[src/rtl/fid_pkg.sv]
package fid_pkg;

  localparam int CODE_W     = 8;
  localparam int CNT_W      = 12;
  localparam int SECT_SHIFT = 12;

  localparam logic [7:0] OP_ARM_SR   = 8'h50;
  localparam logic [7:0] OP_SR_WRITE = 8'h01;
  localparam logic [7:0] OP_SR_READ  = 8'h05;
  localparam logic [7:0] OP_ERASE_4K = 8'h20;
  localparam logic [7:0] OP_PAGE_PRG = 8'h02;
  localparam logic [7:0] OP_WORD_PRG = 8'hAD;

  typedef struct packed {
    logic             hit;
    logic [CNT_W-1:0] sectors;
    logic             page_mode;
  } dev_info_t;

  typedef enum logic [2:0] {
    ST_IDLE, ST_MATCH, ST_ARM, ST_WR_OP, ST_WR_DATA, ST_RD_OP, ST_RD_DATA
  } seq_st_t;

  // Device code to geometry; unknown codes miss.
  function automatic dev_info_t fid_lookup(input logic [CODE_W-1:0] code);
    dev_info_t r;
    r = '0;
    r.hit = 1'b1;
    case (code)
      8'h01: r.sectors = 12'd16;
      8'h02: r.sectors = 12'd32;
      8'h03: r.sectors = 12'd64;
      8'h04: r.sectors = 12'd128;
      8'h8D: r.sectors = 12'd128;
      8'h05: r.sectors = 12'd256;
      8'h14: r.sectors = 12'd256;
      8'h80: r.sectors = 12'd256;
      8'h8E: r.sectors = 12'd256;
      8'h41: r.sectors = 12'd512;
      8'h4A: r.sectors = 12'd1024;
      8'h4B: begin r.sectors = 12'd2048; r.page_mode = 1'b1; end
      default: r = '0;
    endcase
    return r;
  endfunction

  function automatic logic [CNT_W+SECT_SHIFT-1:0] fid_capacity(input logic [CNT_W-1:0] n);
    return {n, {SECT_SHIFT{1'b0}}};
  endfunction

  // Byte and end-of-frame marker issued in each transfer state.
  function automatic logic [8:0] fid_state_byte(input seq_st_t st);
    case (st)
      ST_ARM:     return {OP_ARM_SR,   1'b1};
      ST_WR_OP:   return {OP_SR_WRITE, 1'b0};
      ST_WR_DATA: return {8'h00,       1'b1};
      ST_RD_OP:   return {OP_SR_READ,  1'b0};
      ST_RD_DATA: return {8'h00,       1'b1};
      default:    return 9'h000;
    endcase
  endfunction

endpackage

[src/rtl/fid_match.sv]
module fid_match
  import fid_pkg::*;
#(
  parameter int CODE_W_P = CODE_W
) (
  input  logic                clk,
  input  logic                rst_n,
  input  logic                load,
  input  logic [CODE_W_P-1:0] code,
  output dev_info_t           info,
  output logic                known
);

  always_ff @(posedge clk or negedge rst_n) begin
    if (!rst_n) begin
      info  <= '0;
      known <= 1'b0;
    end else if (load) begin
      info  <= fid_lookup(code);
      known <= 1'b1;
    end
  end

endmodule

[src/rtl/fid_seq.sv]
module fid_seq
  import fid_pkg::*;
(
  input  logic       clk,
  input  logic       rst_n,
  input  logic       start,
  input  logic       hit,
  input  logic       spi_done,
  input  logic       spi_fail,
  input  logic [7:0] spi_rx,
  output logic       spi_req,
  output logic [7:0] spi_tx,
  output logic       spi_last,
  output logic       busy,
  output logic       done,
  output logic       warn,
  output logic [7:0] status,
  output logic       load,
  output logic       xfer_fire
);

  seq_st_t st;
  logic    in_unlock;

  assign busy      = (st != ST_IDLE);
  assign spi_req   = busy && (st != ST_MATCH);
  assign {spi_tx, spi_last} = fid_state_byte(st);
  assign load      = (st == ST_IDLE) && start;
  assign xfer_fire = spi_req && spi_done;
  assign in_unlock = (st == ST_ARM) || (st == ST_WR_OP) || (st == ST_WR_DATA);

  always_ff @(posedge clk or negedge rst_n) begin
    if (!rst_n) begin
      st     <= ST_IDLE;
      done   <= 1'b0;
      warn   <= 1'b0;
      status <= 8'h00;
    end else begin
      done <= 1'b0;
      case (st)
        ST_IDLE: if (start) begin
          st     <= ST_MATCH;
          warn   <= 1'b0;
          status <= 8'h00;
        end
        ST_MATCH: if (hit) st <= ST_ARM;
                  else begin st <= ST_IDLE; done <= 1'b1; end
        default: if (xfer_fire) begin
          if (spi_fail && in_unlock) warn <= 1'b1;
          case (st)
            ST_ARM:     st <= ST_WR_OP;
            ST_WR_OP:   st <= ST_WR_DATA;
            ST_WR_DATA: st <= ST_RD_OP;
            ST_RD_OP:   st <= ST_RD_DATA;
            default: begin
              status <= spi_rx;
              st     <= ST_IDLE;
              done   <= 1'b1;
            end
          endcase
        end
      endcase
    end
  end

endmodule

[src/rtl/flash_ident_unlock.sv]
module flash_ident_unlock
  import fid_pkg::*;
#(
  parameter int CAP_W  = CNT_W + SECT_SHIFT,
  parameter int SECT_W = SECT_SHIFT + 1,
  parameter int PAGE_W = 9
) (
  input  logic              clk,
  input  logic              rst_n,
  input  logic              start,
  input  logic [23:0]       id_resp,
  output logic              spi_req,
  output logic [7:0]        spi_tx,
  output logic              spi_last,
  input  logic              spi_done,
  input  logic [7:0]        spi_rx,
  input  logic              spi_fail,
  output logic              busy,
  output logic              done,
  output logic              unsupported,
  output logic              warn,
  output logic [7:0]        status_out,
  output logic [CAP_W-1:0]  capacity,
  output logic [SECT_W-1:0] sector_bytes,
  output logic              page_mode,
  output logic [PAGE_W-1:0] page_bytes,
  output logic [7:0]        prog_opcode,
  output logic [7:0]        erase_opcode
);

  localparam logic [SECT_W-1:0] SECT_SIZE = SECT_W'(1) << SECT_SHIFT;
  localparam logic [PAGE_W-1:0] PAGE_SIZE = PAGE_W'(256);

  dev_info_t info;
  logic      known;
  logic      load;
  logic      xfer_fire;
  logic      hit;

  fid_match u_match (
    .clk   (clk),
    .rst_n (rst_n),
    .load  (load),
    .code  (id_resp[7:0]),
    .info  (info),
    .known (known)
  );

  assign hit = info.hit;

  fid_seq u_seq (
    .clk       (clk),
    .rst_n     (rst_n),
    .start     (start),
    .hit       (hit),
    .spi_done  (spi_done),
    .spi_fail  (spi_fail),
    .spi_rx    (spi_rx),
    .spi_req   (spi_req),
    .spi_tx    (spi_tx),
    .spi_last  (spi_last),
    .busy      (busy),
    .done      (done),
    .warn      (warn),
    .status    (status_out),
    .load      (load),
    .xfer_fire (xfer_fire)
  );

  assign unsupported  = known && !hit;
  assign capacity     = hit ? CAP_W'(fid_capacity(info.sectors)) : '0;
  assign sector_bytes = hit ? SECT_SIZE : '0;
  assign page_mode    = hit && info.page_mode;
  assign page_bytes   = page_mode ? PAGE_SIZE : '0;
  assign prog_opcode  = !hit ? 8'h00 : (info.page_mode ? OP_PAGE_PRG : OP_WORD_PRG);
  assign erase_opcode = hit ? OP_ERASE_4K : 8'h00;

endmodule

[config.mk]
export PLATFORM = sky130hd
export DESIGN_NAME = flash_ident_unlock
export DESIGN_NICKNAME = d
export VERILOG_FILES = /design/src/rtl/fid_pkg.sv /design/src/rtl/fid_match.sv /design/src/rtl/fid_seq.sv /design/src/rtl/flash_ident_unlock.sv
export SDC_FILE = /design/constraint.sdc
export NUM_CORES = 1
export LEC_CHECK = 0
export ABC_AREA = 1
export BUFFER_PORTS_ARGS = -buffer_cell sky130_fd_sc_hd__buf_2
export CORE_AREA = 2 2 68 70
export CTS_BUF_LIST = sky130_fd_sc_hd__clkbuf_4 sky130_fd_sc_hd__clkbuf_8
export DETAILED_ROUTE_END_ITERATION = 16
export DIE_AREA = 0 0 70 72
export GPL_TIMING_DRIVEN = 0
export PLACE_DENSITY_LB_ADDON = 0.2
export SETUP_SLACK_MARGIN = 0.3
export SYNTH_ARGS = -nofsm -noshare
export SYNTH_HDL_FRONTEND = slang
export SYNTH_HIERARCHICAL = 1
export SYNTH_SLANG_ARGS = --single-unit
[constraint.sdc]
create_clock -name clk -period 2.51 [get_ports clk]
set_clock_uncertainty 0.1 [all_clocks]
set_input_delay 0.1255 -clock clk [delete_from_list [all_inputs] [get_ports clk]]
set_output_delay 0.1255 -clock clk [all_outputs]
set_load 0.01 [all_outputs]
# Word level (Yosys, flattened, before mapping)

Index checks and enable logic that the tools add are counted.

Input bits: 37
Output and inout bits: 85
Logic and storage cells: 79
Latch bits: 0
Memory bits (writable): 0
Memories kept: 0
Register bits: 28
ROM bits: 0

Order comparisons: 0
Eq/ne operators: 21
Multiplexer cells: 27
Bitwise logic cells: 1
Div/mod/pow operators: 0
Shift-type cells: 0
Reductions and logical operators: 22
Multiply operators: 0
$add $sub $neg: 0

Operators by type and width:

| kind                                                                  | count |
|---|---|
| 12-bit one-hot mux with 8 select lines                                | 1 |
| 8-bit two-way mux                                                     | 5 |
| 8-bit one-hot mux with 4 select lines                                 | 1 |
| 8-bit by 7-bit equality test with 1-bit output, second input constant | 3 |
| 8-bit equality test, second input constant                            | 3 |
| 24-bit two-way mux                                                    | 1 |
| 8-bit by 2-bit equality test with 1-bit output, second input constant | 2 |
| 8-bit by 3-bit equality test with 1-bit output, second input constant | 2 |
| 8-bit one-hot mux with 2 select lines                                 | 1 |
| 13-bit two-way mux                                                    | 1 |
| 3-bit one-hot mux with 4 select lines                                 | 1 |
| 12-bit OR reduction                                                   | 1 |
| 3-bit equality test, second input constant                            | 3 |
| 9-bit two-way mux                                                     | 1 |
| 8-bit by 1-bit equality test with 1-bit output, second input constant | 1 |
| 8-bit by 5-bit equality test with 1-bit output, second input constant | 1 |
| 1-bit two-way mux                                                     | 8 |
| 4-bit AND reduction                                                   | 2 |
| 4-bit OR reduction                                                    | 2 |
| 3-bit by 2-bit equality test with 1-bit output, second input constant | 2 |
| 1-bit logical AND                                                     | 6 |
| 3-bit two-way mux                                                     | 2 |
| 6-bit two-way mux                                                     | 1 |
| 3-bit one-hot mux with 2 select lines                                 | 1 |
| 14 further kinds                                                      | 19 |

# Logic depth before layout (Yosys ltp)

Gate-level depths: netlist of the first run.

Depth after elaboration: 7
Mapped depth: 10
Mapped depth without buffers: 10

# Cells and area by module

Netlist of the first run, hierarchy kept.

Modules (own cells, without submodules):

| module             | area an instance (um^2) | sequential area each (um^2) | times used | cells each |
|---|---|---|---|---|
| fid_seq            | 880.8                   | 325.3                       | 1          | 117 |
| fid_match          | 650.6                   | 275.3                       | 1          | 97 |
| flash_ident_unlock | 488.0                   | 0.0                         | 1          | 80 |

# Worst setup path after synthesis of the first run

OpenSTA, ideal clock, no wires.

Kind: register to register
Start: reg u_seq.st[2]
End: reg u_seq.warn
Required time: 2.289 ns
Data arrival time: 1.401 ns
Stages on the path, launching flop included: 11
Clock period less this slack: 1.622 ns
Path buffers: 1
Setup time: 0.121 ns
Slack: 0.888 ns
Cell sequence: dfrtp_1 > inv_2 > ha_1 > inv_2 > nand2_1 > inv_1 > nand2_2 > nand2_2 > buf_4 > nand4_1 > nand2_1

Elaborated cells on any way between the ends: 18
Those cells by class: eq/ne: 6; mux: 1; bitwise: 1; reduce/logical: 10

RTL lines:

| element                                                                               | line                         | RTL |
|---|---|---|
| from (decl)                                                                           | fid_seq.sv:22                | `seq_st_t st;` |
| from (signal assigned)                                                                | fid_seq.sv:34                | `st <= ST_IDLE;` |
| from (signal assigned)                                                                | fid_seq.sv:42                | `st <= ST_MATCH;` |
| from (signal assigned)                                                                | fid_seq.sv:46                | `ST_MATCH: if (hit) st <= ST_ARM;` |
| 3-bit by 1-bit != test with 1-bit output / 3-bit nonzero test (equally long branches) | fid_seq.sv:26, fid_seq.sv:25 |  |
| 1-bit logical AND (*)                                                                 | fid_seq.sv:26                | `assign spi_req = busy && (st != ST_MATCH);` |
| named net spi_req                                                                     | flash_ident_unlock.sv:12     | `output logic spi_req,` |
| 1-bit logical AND (*)                                                                 | fid_seq.sv:29                | `assign xfer_fire = spi_req && spi_done;` |
| named net xfer_fire                                                                   | flash_ident_unlock.sv:37     | `logic xfer_fire;` |
| 2-bit nonzero test (no source line) (*)                                               | -                            |  |
| 4-bit AND reduction (no source line) (*)                                              | -                            |  |
| to (signal assigned)                                                                  | fid_seq.sv:36                | `warn <= 1'b0;` |
| to (signal assigned)                                                                  | fid_seq.sv:43                | `warn <= 1'b0;` |
| to (signal assigned)                                                                  | fid_seq.sv:49                | `if (spi_fail && in_unlock) warn <= 1'b1;` |
| to (decl)                                                                             | fid_seq.sv:16                | `output logic warn,` |

Mark *: on every way through the listed nets, which the timed path passes. The rest lies on a longest branch.
A chain may end at the register's enable or synchronous reset.

# Final worst setup path of the first run

Start: reg u_seq.st[2]
End: reg u_seq.warn

Elaborated cells on any way between the ends: 18
Those cells by class: eq/ne: 6; mux: 1; bitwise: 1; reduce/logical: 10

RTL lines:

| element                                                                               | line |
|---|---|
| 3-bit by 1-bit != test with 1-bit output / 3-bit nonzero test (equally long branches) | fid_seq.sv:26, fid_seq.sv:25 |
| 1-bit logical AND (*)                                                                 | fid_seq.sv:26 |
| 1-bit logical AND (*)                                                                 | fid_seq.sv:29 |
| named net xfer_fire                                                                   | flash_ident_unlock.sv:37 |
| 2-bit nonzero test (no source line) (*)                                               | - |
| 4-bit AND reduction (no source line) (*)                                              | - |

Marked as above.

==> impl_metrics.json, run 1 <==
{
  "die-area_mm2": 0.005040,
  "viasPerCell": 4.117,
  "gp_congestion": 0.8245,
  "relSlewSlack": 0.6452,
  "rows": 24,
  "io_pins": 122,
  "wl_um": 4033,
  "syn_area_per_cell_um2": 6.869,
  "start_util": 0.4736,
  "rsz0062_at_grt": "no",
  "grt_pass1_wl_um": 6768,
  "drtIter0Drc": 84,
  "seq_power_share": 0.289,
  "cts_buffers": 3,
  "ir_worst_vdd_mv": 0.3324,
  "diodes": 0,
  "period_minus_slack_ns": 1.795,
  "synth_area_mm2": 0.002019,
  "final_util": 0.6071,
  "drt_first_pass_iters": 4,
  "drv_cap": 0,
  "cts.sinks": 24,
  "post-dp-hpwl_um": 3299,
  "status": "complete, no violations",
  "grt_overflow": 0,
  "cts.clk_slew.worst_paths_ns": 0.08,
  "path_max_fanout": 10,
  "port_buffers": 56,
  "routedWlPerCell_um": 8.923,
  "cp_slowest_cell": "dfrtp_1",
  "yosysWarnings": 6,
  "grt_max_degree": 25,
  "min_from": "spi_rx[7]",
  "comb_power_share": 0.602,
  "cts_root_buf": "clkbuf_8",
  "drv_slew": 0,
  "criticalPathCategory": "reg2reg",
  "end_kind": "flop",
  "antenna_left": 0,
  "drive_above_1_share": 0.3400,
  "hp-class": "in2reg",
  "synthCells": 294,
  "die_w_um": 70,
  "finalSetupTns_ns": 0,
  "clock.fmax_ghz": 0.5571,
  "finalCritPeriodShare": 0.7151,
  "slowest_delay_ns": 0.44,
  "nNetsFinal": 442,
  "setup_viol_count_final": 0,
  "worstSkewPairLatency_ns": 0.26,
  "hold_viol": 0,
  "p_int_mw": 1.108,
  "num_vias": 1861,
  "syn2layout_area_growth_pct": 28.19,
  "ff_latch_area_um2": 600.6,
  "cts_tree": "yes",
  "grt_pass1_vias": 1664,
  "ys_seq_area_frac": 0.2974,
  "r2r-start": "u_seq/st[2]$_DFFE_PN0P_",
  "leakage_nw": 1.725,
  "cp_cell_sequence": "inv_2 -> ha_1 -> inv_2 -> nand2_1 -> inv_1 -> nand2_2 -> nand2_2 -> buf_4 -> nand4_1 -> nand2_1",
  "post_cts_buffers": 0,
  "required_ns": 2.57,
  "power.switching_mw": 0.9270,
  "cp-startpoint": "u_seq/st[2]$_DFFE_PN0P_",
  "antenna_found_initial": 0,
  "p_sw_frac": 0.4556,
  "ys_types": 27,
  "cts_max_path_buffers": 2,
  "fp.dieH_um": 72,
  "coreArea_mm2": 0.004264,
  "drc": 0,
  "crit_path_start_kind": "flop",
  "cp_data_arrival_time_ns": 1.86,
  "power.density_mw_per_mm2": 786.0,
  "htree_num_levels": 1,
  "track_usage": 0.1618,
  "tightest_slew_ns": 0.5322,
  "n_fill_cell": 438,
  "ys_ff_latch": 24,
  "p_clk_frac": 0.110,
  "multiInputGateArea_um2": 988.4
}
==> layer usage <==
| metal | GRT usage | vias up | share of wire |
|---|---|---|---|
| met4 | 0.04701 | 0 | 0.0089 |
| met2 | 0.3101 | 60 | 0.51 |
| met5 | 0 | - | 0 |
| met1 | 0.1785 | 801 | 0.41 |
| li1 | - | 996 | - |
| met3 | 0.03750 | 4 | 0.071 |
==> synthesized netlist by cell type <==
| library cell | count | area, µm² |
|---|---|---|
| nand2_1 | 89 | 334.1 |
| buf_4 | 58 | 435.4 |
| inv_1 | 33 | 123.9 |
| nor2_1 | 27 | 101.4 |
| dfrtp_1 | 24 | 600.6 |
| nand3_1 | 12 | 60.06 |
| nand3b_1 | 8 | 60.06 |
| o21ai_0 | 7 | 35.03 |
| nand2_2 | 4 | 25.02 |
| o21ai_1 | 4 | 20.02 |
| conb_1 | 3 | 11.26 |
| ha_1 | 3 | 37.54 |
| inv_2 | 3 | 11.26 |
| buf_2 | 2 | 10.01 |
| buf_6 | 2 | 22.52 |
| nand2_4 | 2 | 22.52 |
| nand4_1 | 2 | 12.51 |
| nor2_4 | 2 | 22.52 |
| a21oi_1 | 1 | 5.000 |
| a21oi_4 | 1 | 16.27 |
| a31oi_1 | 1 | 6.260 |
| nand3_2 | 1 | 10.01 |
| nor2_2 | 1 | 6.260 |
| o21a_1 | 1 | 7.510 |
| o21bai_1 | 1 | 7.510 |
| o32ai_1 | 1 | 8.760 |
| or2_2 | 1 | 6.260 |
==> area by class of cell <==
type	instances	share of cell area
plain buffers	62	0.1808
clock buffers	3	0.01595
inverters	36	0.05220
multi-input cells	218	0.3818
flip-flops and latches	24	0.2320
well taps	52	0.02513
repair buffers	57	0.1121
==> logic make-up (layout without fill, tap and decap cells) <==
family / count (synthesis) / in the layout / share of synthesized area
flip-flops: 24 / 24 / 0.2974
adder cells (fa/ha/maj): 3 / 3 / 0.01859
AND/OR/NAND/NOR: 149 / 149 / 0.3271
buffers and inverters: 98 / 158 / 0.2986
other: 3 / 49 / 0.005576
AO/OA/AOI/OAI: 17 / 17 / 0.05267
==> cells in the final DEF, fill, tap and decap left out, drive strengths merged, types with 2 or more instances in the layout <==
| cell | instances |
|---|---|
| dfrtp | 24 |
| nand3 | 13 |
| nand4 | 2 |
| nand3b | 8 |
| o21ai | 11 |
| conb | 49 |
| nor2 | 30 |
| inv | 36 |
| a21oi | 2 |
| ha | 3 |
| buf | 118 |
| clkbuf | 3 |
| nand2 | 95 |
==> what timing repair did <==
| action | CTS | global route |
|---|---|---|
| hold buffers | 1 | 0 |
| gates resized for setup | 0 | 0 |
| hold endpoints to repair | 24 | 0 |
==> sequential cells by signal, indices dropped and copies added (netlist names) <==
register	flops
u_match/info	10
u_seq/status	8
u_seq/st	3
u_match/known	1
u_seq/done	1
u_seq/warn	1
==> final timing paths <==
kind	to	slack [ns]	cells past startpoint
worst max-delay path	u_seq/warn$_DFFE_PN0P_	0.72	10
worst min-delay path	u_seq/status[7]$_DFFE_PN0P_	0.07	4
worst max register to register	u_seq/warn$_DFFE_PN0P_	0.72	10
worst min register to register	u_seq/status[6]$_DFFE_PN0P_	0.37	2
max in group asynchronous	u_match/info[12]$_DFFE_PN0P_	1.67	2
min in group asynchronous	u_seq/warn$_DFFE_PN0P_	0.27	2
==> power by group through the flow <==
| stage | logic (mW) | registers [mW] | clock network, mW |
|---|---|---|---|
| final | 1.22 | 0.587 | 0.223 |
| after global placement | 1.21 | 0.594 | 0 |
| after floorplan | 0.855 | 0.622 | 0 |
| after CTS | 1.23 | 0.590 | 0.231 |
| after detailed placement | 1.22 | 0.598 | 0 |
| after global routing | 1.37 | 0.604 | 0.248 |
==> per-stage QoR <==
step	instances	hold slack, ns	setup WS, ns	power (mW)	area [µm²]
detailed placement	448	0.03765	0.7351	1.821	2537
global route	452	0.08877	0.5754	2.222	2589
CTS	452	0.07129	0.7244	2.053	2589
floorplan	340	-0.2701	0.8878	1.477	2192
global placement	448	0.03971	0.7529	1.804	2537
finish	452	0.07465	0.7151	2.035	2589
==> critical path, delay by kind of cell (launching register included) <==
| family | cells | cell delay [ns] |
|---|---|---|
| buf+inv | 4 | 0.50 |
| flops | 1 | 0.44 |
| simple gates | 5 | 0.41 |
| fa+ha+maj | 1 | 0.24 |
Note: power is estimated with default switching activity, not from simulation.
==> run 2, diff against run 1 <==
--- a/config.mk
+++ b/config.mk
@@ -7,10 +7,10 @@
 export LEC_CHECK = 0
 export ABC_AREA = 1
 export BUFFER_PORTS_ARGS = -buffer_cell sky130_fd_sc_hd__buf_2
-export CORE_AREA = 2 2 68 70
+export CORE_AREA = 2 2 74 76
 export CTS_BUF_LIST = sky130_fd_sc_hd__clkbuf_4 sky130_fd_sc_hd__clkbuf_8
 export DETAILED_ROUTE_END_ITERATION = 16
-export DIE_AREA = 0 0 70 72
+export DIE_AREA = 0 0 76 78
 export GPL_TIMING_DRIVEN = 0
 export PLACE_DENSITY_LB_ADDON = 0.2
 export SETUP_SLACK_MARGIN = 0.3
==> constraint.sdc (replaced) <==
create_clock -name clk -period 1.5 [get_ports clk]
set_clock_uncertainty 0.1 [all_clocks]
set_input_delay 0.075 -clock clk [delete_from_list [all_inputs] [get_ports clk]]
set_output_delay 0.075 -clock clk [all_outputs]
set_load 0.01 [all_outputs]
==> impl_metrics.json, run 2 (synthesis results as in run 1) <==
{
  "status": "complete, but fails checks",
  "failed_checks": "negative setup slack",
  "cp_data_arrival_time_ns": 1.66,
  "relSlewSlack": 0.6391,
  "rsz0062_at_grt": "yes",
  "nNetsFinal": 480,
  "gp_congestion": 0.7676,
  "ff_latch_area_um2": 604.3,
  "wl_um": 5385,
  "routedWlPerCell_um": 10.58,
  "slowest_delay_ns": 0.47,
  "power.density_mw_per_mm2": 1539,
  "grt_pass1_vias": 1938,
  "diodes": 0,
  "crit_path_start_kind": "flop",
  "coreArea_mm2": 0.005042,
  "start_util": 0.4005,
  "worstSkewPairLatency_ns": 0.26,
  "largest_reg_flops": 10,
  "cts.clk_slew.worst_paths_ns": 0.08,
  "r2r_setup_slack_ns": -0.06,
  "antenna_left": 0,
  "fin_ws_ns": -0.05674,
  "period_minus_slack_ns": 1.557,
  "cp_cell_sequence": "inv_4 -> ha_4 -> a21oi_4 -> buf_4 -> nand3b_1 -> nand2_1",
  "fp.dieH_um": 78,
  "track_usage": 0.1704,
  "rows": 26,
  "multiInputGateArea_mm2": 0.001216,
  "drtIter0Drc": 63,
  "final_util": 0.6769,
  "drt_first_pass_iters": 4,
  "end_kind": "flop",
  "mostFrequentLayoutCell": "buf_4",
  "die_w_um": 76,
  "cts_max_path_buffers": 2,
  "cp_num_buf_inv": 2,
  "cts_tree": "yes",
  "postLayoutCellArea_mm2": 0.003413,
  "hold_viol": 0,
  "cts.sinks": 24,
  "port_buffers": 56,
  "syn2layout_area_growth_pct": 69.02,
  "cts_buffers": 3,
  "leakage_nw": 2.029,
  "setup_viol_count_final": 12,
  "cts_root_buf": "clkbuf_8",
  "place_area_mm2": 0.002600,
  "drive_above_1_share": 0.5285,
  "post-dp-hpwl_um": 3439,
  "tightest_slew_ns": 0.5414,
  "reg.largest.list": "u_match/info: 10 flops, u_seq/status: 8 flops, u_seq/st: 3 flops",
  "criticalPathCategory": "reg2reg",
  "grt_max_degree": 25,
  "path_delay_family": "flip-flops",
  "drc": 0,
  "htree_num_levels": 1,
  "path_max_fanout": 4,
  "finalCritPeriodShare": 1.038,
  "required_ns": 1.60,
  "grt_overflow": 0,
  "n_fill_cell": 412,
  "drv_slew": 0,
  "die-area_mm2": 0.005928,
  "clock.fmax_ghz": 0.6424,
  "viasPerCell": 4.110,
  "num_vias": 2092,
  "final_cell_mix": "72 x buf_4, 69 x nand2_1, 49 x conb_1, 43 x buf_6, 37 x buf_2",
  "cp_slowest_cell": "dfrtp_2",
  "io_pins": 122,
  "antenna_found_initial": 0,
  "grt_pass1_wl_um": 8452,
  "top_register": "u_match/info",
  "drv_cap": 0,
  "ir_worst_vdd_mv": 0.6579,
  "hp-class": "in2reg"
}
## run 2: timing repair
| action | 4_1_cts | 5_1_grt |
|---|---|---|
| hold buffers | 1 | 0 |
| hold endpoints to repair | 24 | 0 |
| endpoints found under the setup margin | 50 | 50 |
| resized for setup | 75 | 41 |
| gates cloned | 3 | 0 |
| pin swaps | 21 | 16 |
| buffers inserted | 25 | 10 |
## run 2: area by class of cell
| cell class | count | area share |
|---|---|---|
| multi-input combinational | 218 | 0.3563 |
| timing repair buffer | 94 | 0.2229 |
| tap | 70 | 0.02566 |
| clock inverter | 1 | 0.008798 |
| clock buffer | 3 | 0.01210 |
| sequential | 24 | 0.1771 |
| inverter | 36 | 0.04472 |
| timing repair inverter | 1 | 0.001833 |
| buffer | 62 | 0.1507 |
## run 2: routing by layer
metal / vias up / track usage / wire, µm
met3: 8 / 0.03488 / 293
met5: - / 0 / 0
met4: 0 / 0.02909 / 85
met1: 924 / 0.1790 / 1975
li1: 1082 / - / -
met2: 78 / 0.3500 / 3030
## run 2: final timing paths
check,startpoint,endpoint,cells past startpoint
max in group asynchronous,rst_n,u_match/info[13]$_DFFE_PN0P_,2
hold / removal,spi_rx[4],u_seq/status[4]$_DFFE_PN0P_,4
setup reg to reg,u_seq/st[1]$_DFFE_PN0P_,u_seq/status[7]$_DFFE_PN0P_,6
setup / recovery,u_seq/st[1]$_DFFE_PN0P_,u_seq/status[7]$_DFFE_PN0P_,6
min in group asynchronous,rst_n,u_seq/warn$_DFFE_PN0P_,2
hold reg to reg,u_seq/status[6]$_DFFE_PN0P_,u_seq/status[6]$_DFFE_PN0P_,2
## run 2: metrics by stage
step / setup TNS (ns) / worst slack (ns) / cells / power [mW] / hold slack [ns]
floorplan: 0 / 0.03317 / 340 / 2.563 / -0.3206
global placement: -1.172 / -0.1114 / 466 / 3.128 / -0.01180
detailed placement: -1.511 / -0.1411 / 466 / 3.167 / -0.008019
CTS: -0.02371 / -0.01197 / 499 / 4.837 / 0.01646
global route: -1.241 / -0.1056 / 509 / 5.583 / 0.02384
finish: -0.2187 / -0.05674 / 509 / 5.252 / 0.02091
## run 2: worst register-to-register path, delay by kind of cell, from the launching register on
kind / cells / cell delay, ns
AO/OA/AOI/OAI: 1 / 0.25
flip-flops: 1 / 0.47
AND/OR/NAND/NOR: 2 / 0.17
adder cells (fa/ha/maj): 1 / 0.23
buffers and inverters: 2 / 0.28
## run 2: power breakdown
| part | total (mW) | leakage [nW] | switching (mW) | internal [mW] |
|---|---|---|---|---|
| sequential | 1.00 | 0.310 | 0.159 | 0.844 |
| combinational | 3.69 | 1.68 | 1.80 | 1.89 |
| clock | 0.558 | 0.0357 | 0.201 | 0.356 |
